===== config.mk =====
export PLATFORM = sky130hd
export DESIGN_NAME = dct8_aan
export DESIGN_NICKNAME = d
export VERILOG_FILES = /design/src/rtl/dct8_pkg.sv /design/src/rtl/dct8_cmul.sv /design/src/rtl/dct8_vpipe.sv /design/src/rtl/dct8_aan.sv
export SDC_FILE = /design/constraint.sdc
export NUM_CORES = 1
export LEC_CHECK = 0
export CAP_MARGIN = 20
export CORE_ASPECT_RATIO = 1.75
export CORE_MARGIN = 2
export CORE_UTILIZATION = 50
export CTS_CLUSTER_SIZE = 24
export DETAILED_ROUTE_END_ITERATION = 6
export PLACE_DENSITY = 0.81
export RECOVER_POWER = 25
export SYNTH_ARGS = -nofsm -noshare
export SYNTH_HDL_FRONTEND = slang
export SYNTH_SLANG_ARGS = --single-unit

===== constraint.sdc =====
create_clock -name clk -period 6.39 [get_ports clk]
set_input_delay 1.5975 -clock clk [delete_from_list [all_inputs] [get_ports clk]]
set_output_delay 1.5975 -clock clk [all_outputs]
set_load 0.01 [all_outputs]

===== src/rtl/dct8_pkg.sv =====
package dct8_pkg;
  // AAN rotation constants as reals; turned into integers per FRAC
  localparam real K_A = 0.707107;
  localparam real K_B = 0.541196;
  localparam real K_C = 1.306563;
  localparam real K_D = 0.382683;

  // nearest-integer fixed-point form of a positive constant
  function automatic int fix_const(real c, int frac);
    return int'(c * (2.0 ** frac));
  endfunction
endpackage


===== src/rtl/dct8_cmul.sv =====
// Multiply by a positive constant using only shifted adds, then floor
module dct8_cmul #(
  parameter int IN_W  = 11,
  parameter int OUT_W = 12,
  parameter int FRAC  = 8,
  parameter int KONST = 181
) (
  input  logic signed [IN_W-1:0]  x,
  output logic signed [OUT_W-1:0] p
);
  localparam int PW = IN_W + FRAC + 2;
  localparam int NB = FRAC + 2;

  logic signed [PW-1:0] acc;

  always_comb begin
    acc = '0;
    for (int b = 0; b < NB; b++) begin
      if (KONST[b]) acc = acc + (PW'(x) <<< b);
    end
    p = OUT_W'(acc >>> FRAC);
  end

  always_comb begin
    if (x == '0) begin
      AST_CMUL_ZERO: assert (p == '0);
    end else if (x > 0) begin
      AST_CMUL_SIGN_POS: assert (p >= 0);
    end else begin
      AST_CMUL_SIGN_NEG: assert (p < 0);
    end
  end
endmodule


===== src/rtl/dct8_vpipe.sv =====
// Valid-flag delay line matching the datapath depth
module dct8_vpipe #(
  parameter int DEPTH = 6
) (
  input  logic clk,
  input  logic rst,
  input  logic d,
  output logic q
);
  logic [DEPTH-1:0] sr;

  always_ff @(posedge clk) begin
    if (rst) sr <= '0;
    else     sr <= {sr[DEPTH-2:0], d};
  end

  assign q = sr[DEPTH-1];
endmodule


===== src/rtl/dct8_aan.sv =====
module dct8_aan
  import dct8_pkg::*;
#(
  parameter int IN_W = 9,
  parameter int FRAC = 8
) (
  input  logic                     clk,
  input  logic                     rst,
  input  logic                     in_valid,
  input  logic [8*IN_W-1:0]        in_x,
  output logic                     out_valid,
  output logic signed [IN_W+2:0]   out_c0,
  output logic signed [IN_W+4:0]   out_c1,
  output logic signed [IN_W+3:0]   out_c2,
  output logic signed [IN_W+4:0]   out_c3,
  output logic signed [IN_W+2:0]   out_c4,
  output logic signed [IN_W+4:0]   out_c5,
  output logic signed [IN_W+3:0]   out_c6,
  output logic signed [IN_W+4:0]   out_c7
);
  localparam int W1 = IN_W + 1;
  localparam int W2 = IN_W + 2;
  localparam int W3 = IN_W + 3;
  localparam int W4 = IN_W + 4;
  localparam int W5 = IN_W + 5;
  localparam int LATENCY = 6;
  localparam int KA = fix_const(K_A, FRAC);
  localparam int KB = fix_const(K_B, FRAC);
  localparam int KC = fix_const(K_C, FRAC);
  localparam int KD = fix_const(K_D, FRAC);

  // stage 1: mirror butterflies
  logic signed [W1-1:0] a_s [4];
  logic signed [W1-1:0] a_d [4];

  for (genvar k = 0; k < 4; k++) begin : g_bfly
    logic signed [IN_W-1:0] lo, hi;
    assign lo = in_x[k*IN_W +: IN_W];
    assign hi = in_x[(7-k)*IN_W +: IN_W];
    always_ff @(posedge clk) begin
      a_s[k] <= W1'(lo) + W1'(hi);
      a_d[k] <= W1'(lo) - W1'(hi);
    end
  end

  // stage 2: second-level sums
  logic signed [W2-1:0] b_e10, b_e11, b_e12, b_e13, b_o10, b_o11, b_o12;
  logic signed [W1-1:0] b_t7;
  always_ff @(posedge clk) begin
    b_e10 <= W2'(a_s[0]) + W2'(a_s[3]);
    b_e13 <= W2'(a_s[0]) - W2'(a_s[3]);
    b_e11 <= W2'(a_s[1]) + W2'(a_s[2]);
    b_e12 <= W2'(a_s[1]) - W2'(a_s[2]);
    b_o10 <= W2'(a_d[3]) + W2'(a_d[2]);
    b_o11 <= W2'(a_d[2]) + W2'(a_d[1]);
    b_o12 <= W2'(a_d[1]) + W2'(a_d[0]);
    b_t7  <= a_d[0];
  end

  // stage 3: DC/Nyquist pair and multiplier operands
  logic signed [W3-1:0] c_y0, c_y4, c_rs, c_dd;
  logic signed [W2-1:0] c_e13, c_o10, c_o11, c_o12;
  logic signed [W1-1:0] c_t7;
  always_ff @(posedge clk) begin
    c_y0  <= W3'(b_e10) + W3'(b_e11);
    c_y4  <= W3'(b_e10) - W3'(b_e11);
    c_rs  <= W3'(b_e12) + W3'(b_e13);
    c_dd  <= W3'(b_o10) - W3'(b_o12);
    c_e13 <= b_e13;
    c_o10 <= b_o10;
    c_o11 <= b_o11;
    c_o12 <= b_o12;
    c_t7  <= b_t7;
  end

  // stage 4: five shift-add constant multipliers
  logic signed [W3-1:0] z1_w, z5_w, p2_w, p4_w, z3_w;
  dct8_cmul #(.IN_W(W3), .OUT_W(W3), .FRAC(FRAC), .KONST(KA)) u_m_z1 (.x(c_rs),  .p(z1_w));
  dct8_cmul #(.IN_W(W3), .OUT_W(W3), .FRAC(FRAC), .KONST(KD)) u_m_z5 (.x(c_dd),  .p(z5_w));
  dct8_cmul #(.IN_W(W2), .OUT_W(W3), .FRAC(FRAC), .KONST(KB)) u_m_p2 (.x(c_o10), .p(p2_w));
  dct8_cmul #(.IN_W(W2), .OUT_W(W3), .FRAC(FRAC), .KONST(KC)) u_m_p4 (.x(c_o12), .p(p4_w));
  dct8_cmul #(.IN_W(W2), .OUT_W(W3), .FRAC(FRAC), .KONST(KA)) u_m_z3 (.x(c_o11), .p(z3_w));

  logic signed [W3-1:0] m_z1, m_z5, m_p2, m_p4, m_z3, m_y0, m_y4;
  logic signed [W2-1:0] m_e13;
  logic signed [W1-1:0] m_t7;
  always_ff @(posedge clk) begin
    m_z1  <= z1_w;
    m_z5  <= z5_w;
    m_p2  <= p2_w;
    m_p4  <= p4_w;
    m_z3  <= z3_w;
    m_e13 <= c_e13;
    m_t7  <= c_t7;
    m_y0  <= c_y0;
    m_y4  <= c_y4;
  end

  // stage 5: first recombination level
  logic signed [W4-1:0] f_y2, f_y6, f_z2, f_z4, f_z11, f_z13;
  logic signed [W3-1:0] f_y0, f_y4;
  always_ff @(posedge clk) begin
    f_y2  <= W4'(m_e13) + W4'(m_z1);
    f_y6  <= W4'(m_e13) - W4'(m_z1);
    f_z2  <= W4'(m_p2) + W4'(m_z5);
    f_z4  <= W4'(m_p4) + W4'(m_z5);
    f_z11 <= W4'(m_t7) + W4'(m_z3);
    f_z13 <= W4'(m_t7) - W4'(m_z3);
    f_y0  <= m_y0;
    f_y4  <= m_y4;
  end

  // stage 6: registered outputs
  always_ff @(posedge clk) begin
    out_c0 <= f_y0;
    out_c4 <= f_y4;
    out_c2 <= f_y2;
    out_c6 <= f_y6;
    out_c1 <= W5'(f_z11) + W5'(f_z4);
    out_c7 <= W5'(f_z11) - W5'(f_z4);
    out_c5 <= W5'(f_z13) + W5'(f_z2);
    out_c3 <= W5'(f_z13) - W5'(f_z2);
  end

  dct8_vpipe #(.DEPTH(LATENCY)) u_vpipe (
    .clk(clk), .rst(rst), .d(in_valid), .q(out_valid)
  );

  // cycles since reset, saturating, to bound the history used below
  localparam int CW = $clog2(LATENCY + 1);
  logic [CW-1:0] since_rst;
  always_ff @(posedge clk) begin
    if (rst) since_rst <= '0;
    else if (since_rst != CW'(LATENCY)) since_rst <= since_rst + 1'b1;
  end

  AST_VALID_LAT: assert property (@(posedge clk) disable iff (rst)
    (since_rst == CW'(LATENCY)) |-> (out_valid == $past(in_valid, LATENCY)));
  AST_RST_IDLE: assert property (@(posedge clk) rst |=> !out_valid);
endmodule


==> run_results.csv <==
group,metric,value,unit
yosys,synth_seq_area_share,37.9,%
setup_path,critPathLaunchType,"register",
final_layout,regArea,11400,um^2
floorplanning,dieArea,62000,um^2
final_layout,drive_above_1_share,3.55,%
yosys,avgSynthCellArea,9.84,um^2
global_routing,grt.total_usage,19.9,%
final_layout,nNetsFinal,3865,
timing,min_period,3.96,ns
floorplanning,row_count,118,
cts,cts_root_buf,"clkbuf_16",
cts,cts.path.max_buffers,3,
cts,cts_htree_levels,2,
cts,clkSlewWorstSetupHoldPaths,0.07,ns
global_routing,grt_start_max_net_pins,19,
setup_path,cp.required,6.91,ns
yosys,netlist_area,30000,um^2
global_routing,grt.overflow.total,0,
global_routing,antenna_found_initial,1,
yosys,synth_cells,3047,
final_layout,areaGrowthSynthToFinish,14.2,%
hold_path,hold_depth,0,
timing,final_max_slew_viol_count,0,
final_layout,multiInputGateArea,16600,um^2
drt,drc,0,
drt,initialDrtViolationCount,891,
timing,tns,0,ns
timing,fmax,252,MHz
floorplanning,start_util,50.7,%
drt,route.antenna.remaining_nets,0,
flow_run,drv_cap,0,
place,place.gp.congestion,0.953,
cts,cts_tree,"yes",
cts,hold_buffers,0,
drt,dr.pass1.iters,5,
setup_path,reg2reg_depth,15,
timing,rsz0062_at_grt,"false",
drt,viasPerCell,5.07,
timing,worst_pin_slew,0.713,ns
setup_path,cp_data_arrival_time,4.48,ns
drt,wirelength,61700,um
outcome,status,"completed",
final_layout,n_fill_cell,4915,
drt,wire_per_inst,15.2,um
timing,max_slew_margin,51.9,%
cts,cts-resized-gates,0,
cts,cts_buffers,46,
floorplanning,fp.dieW,189,um
yosys,synth.distinct_cells,71,
yosys,async_flop_share,0,%
drt,vias,20600,
floorplanning,num_io_pins,182,
hold_path,worstHoldPathType,"register to register",
yosys,ys_seq_elements,568,
global_routing,grt_pass1_wl,99500,um
setup_path,endpoint_kind,"register",
place,portBuffers,181,
yosys,synthFlopType,"dfxtp_1",
cts,clock_sinks,568,
timing,hold_viol_final,0,
setup_path,worstPathMaxFanout,4,
place,dp_hpwl,51000,um
setup_path,critPathKind,"register to register",
global_routing,first_global_vias,20900,
cts,postCtsSetupRepairBufs,0,
yosys,yosysWarnings,0,
cts,insertion_delay,0.59,ns
floorplanning,die_h,328,um
floorplanning,core_area,59200,um^2
yosys,synth_edf_count,0,
timing,period_share,62.0,%
yosys,syn_nets,3678,
timing,worst_clock_skew,0.0276,ns
timing,setup_viol,0,
[stage by stage]
| stage | std cells | hold slack (ns) | setup slack, ns | util, % | instance area, um^2 |
|---|---|---|---|---|---|
| 2_1_floorplan | 3047 | 0.310 | 2.64 | - | 30000 |
| 3_3_place_gp | 3966 | 0.310 | 2.52 | 55.1 | 32600 |
| 3_5_place_dp | 3966 | 0.312 | 2.44 | 55.1 | 32600 |
| 4_1_cts | 4050 | 0.323 | 2.42 | 57.8 | 34200 |
| 5_1_grt | 4050 | 0.330 | 2.15 | 57.8 | 34200 |
| 6_report | 4051 | 0.320 | 2.43 | 57.8 | 34200 |
[logic make-up (layout without fill, tap and decap cells)]
family | after synthesis | count (layout) | synth area share [%]
fa+ha+maj | 556 | 556 | 26.4
simple gates | 559 | 559 | 9.22
mux | 8 | 8 | 0.267
xor+xnor | 240 | 240 | 7.01
compound gates | 569 | 569 | 12.3
other cells | 0 | 1 | 0
buf+inv | 547 | 770 | 6.90
flops | 568 | 568 | 37.9
[worst max-delay path, cell delays in order, from the launching register on]
cell,delay [ns]
dfxtp_1,0.34
inv_1,0.14
fa_1,0.53
inv_1,0.05
fa_1,0.47
inv_1,0.05
fa_1,0.47
inv_1,0.04
ha_1,0.32
and2_4,0.16
a221oi_2,0.32
a21oi_2,0.12
o21a_1,0.21
o21a_1,0.21
or4_1,0.40
nand3_1,0.07
[cells in the mapped netlist, types with 6 or more instances]
| cell type | number | area (um^2) |
|---|---|---|
| a31oi_1 | 10 | 62.6 |
| nand3b_1 | 6 | 45.0 |
| fa_1 | 127 | 2540 |
| a21o_1 | 35 | 263 |
| a21boi_0 | 13 | 97.6 |
| a311oi_1 | 9 | 78.8 |
| a22o_1 | 8 | 70.1 |
| nand2b_1 | 40 | 250 |
| a211oi_1 | 18 | 135 |
| ha_1 | 429 | 5370 |
| o41ai_1 | 6 | 52.6 |
| or4_1 | 9 | 67.6 |
| nand3_1 | 27 | 135 |
| and3_1 | 23 | 144 |
| a2111oi_0 | 10 | 87.6 |
| nand4_1 | 10 | 62.6 |
| dfxtp_1 | 568 | 11400 |
| o21a_1 | 25 | 188 |
| xor2_1 | 65 | 569 |
| a21oi_1 | 172 | 861 |
| or2_2 | 6 | 37.5 |
| a31o_2 | 9 | 78.8 |
| o31ai_1 | 20 | 150 |
| nand2_1 | 88 | 330 |
| nor4_1 | 7 | 43.8 |
| mux2i_1 | 8 | 80.1 |
| o21ai_0 | 124 | 621 |
| or3_1 | 13 | 81.3 |
| clkbuf_1 | 36 | 135 |
| o211ai_1 | 17 | 128 |
| o311ai_0 | 9 | 78.8 |
| inv_1 | 505 | 1900 |
| o21bai_1 | 27 | 203 |
| nor2b_1 | 63 | 394 |
| nor3_1 | 68 | 340 |
| nor3b_1 | 7 | 52.6 |
| xnor2_1 | 175 | 1530 |
| nor2_1 | 178 | 668 |
[state kept, by name, indices dropped and copies added, names as in the netlist, 13 cells and up]
signal,count
a_s,36
f_z13,13
f_z2,13
out_c6,13
f_y6,13
out_c1,13
a_d,40
out_c5,14
f_z4,13
out_c3,13
out_c7,14
[layout make-up]
class,instances,share of cell area [%]
inverters,505,5.54
multi-input cells,1932,48.3
clock buffers,58,3.73
clock inverters,26,1.02
repair buffers,181,5.29
diodes,1,0.00731
well taps,780,2.85
flip-flops and latches,568,33.2
[cells in the final DEF (no fill, tap or decap), types with 35 or more instances in the layout]
cell             Yosys  layout
nand2_1             88      88
nor3_1              68      68
xnor2_1            175     175
nor2b_1             63      63
o21ai_0            124     124
xor2_1              65      65
dfxtp_1            568     568
ha_1               429     429
clkdlybuf4s50_1      0     181
inv_1              505     505
nor2_1             178     178
fa_1               127     127
nand2b_1            40      40
clkbuf_16            0      47
a21o_1              35      35
a21oi_1            172     172
[metal layers]
layer  part of all wire (%)  vias up  wire (um)  track usage, %
met1                     36     9585      22500            19.8
met3                    3.0      150       1850            2.04
met5                  0.023        -         14               0
met4                    5.9        2       3640            11.2
li1                       -    10400          -               -
met2                     55      410      33700            39.5
[path summary, 6_finish.rpt]
| path | start | to | slack [ns] |
|---|---|---|---|
| worst min-delay path | m_y4[9] | f_y4[9] | 0.32 |
| worst min register to register | m_y4[9] | f_y4[9] | 0.32 |
| worst max-delay path | c_rs[3] | m_z1[5] | 2.43 |
| worst max register to register | c_rs[3] | m_z1[5] | 2.43 |
Power is not shown: default switching activity piles up to over one toggle a cycle in this logic, so the estimate is an artifact.
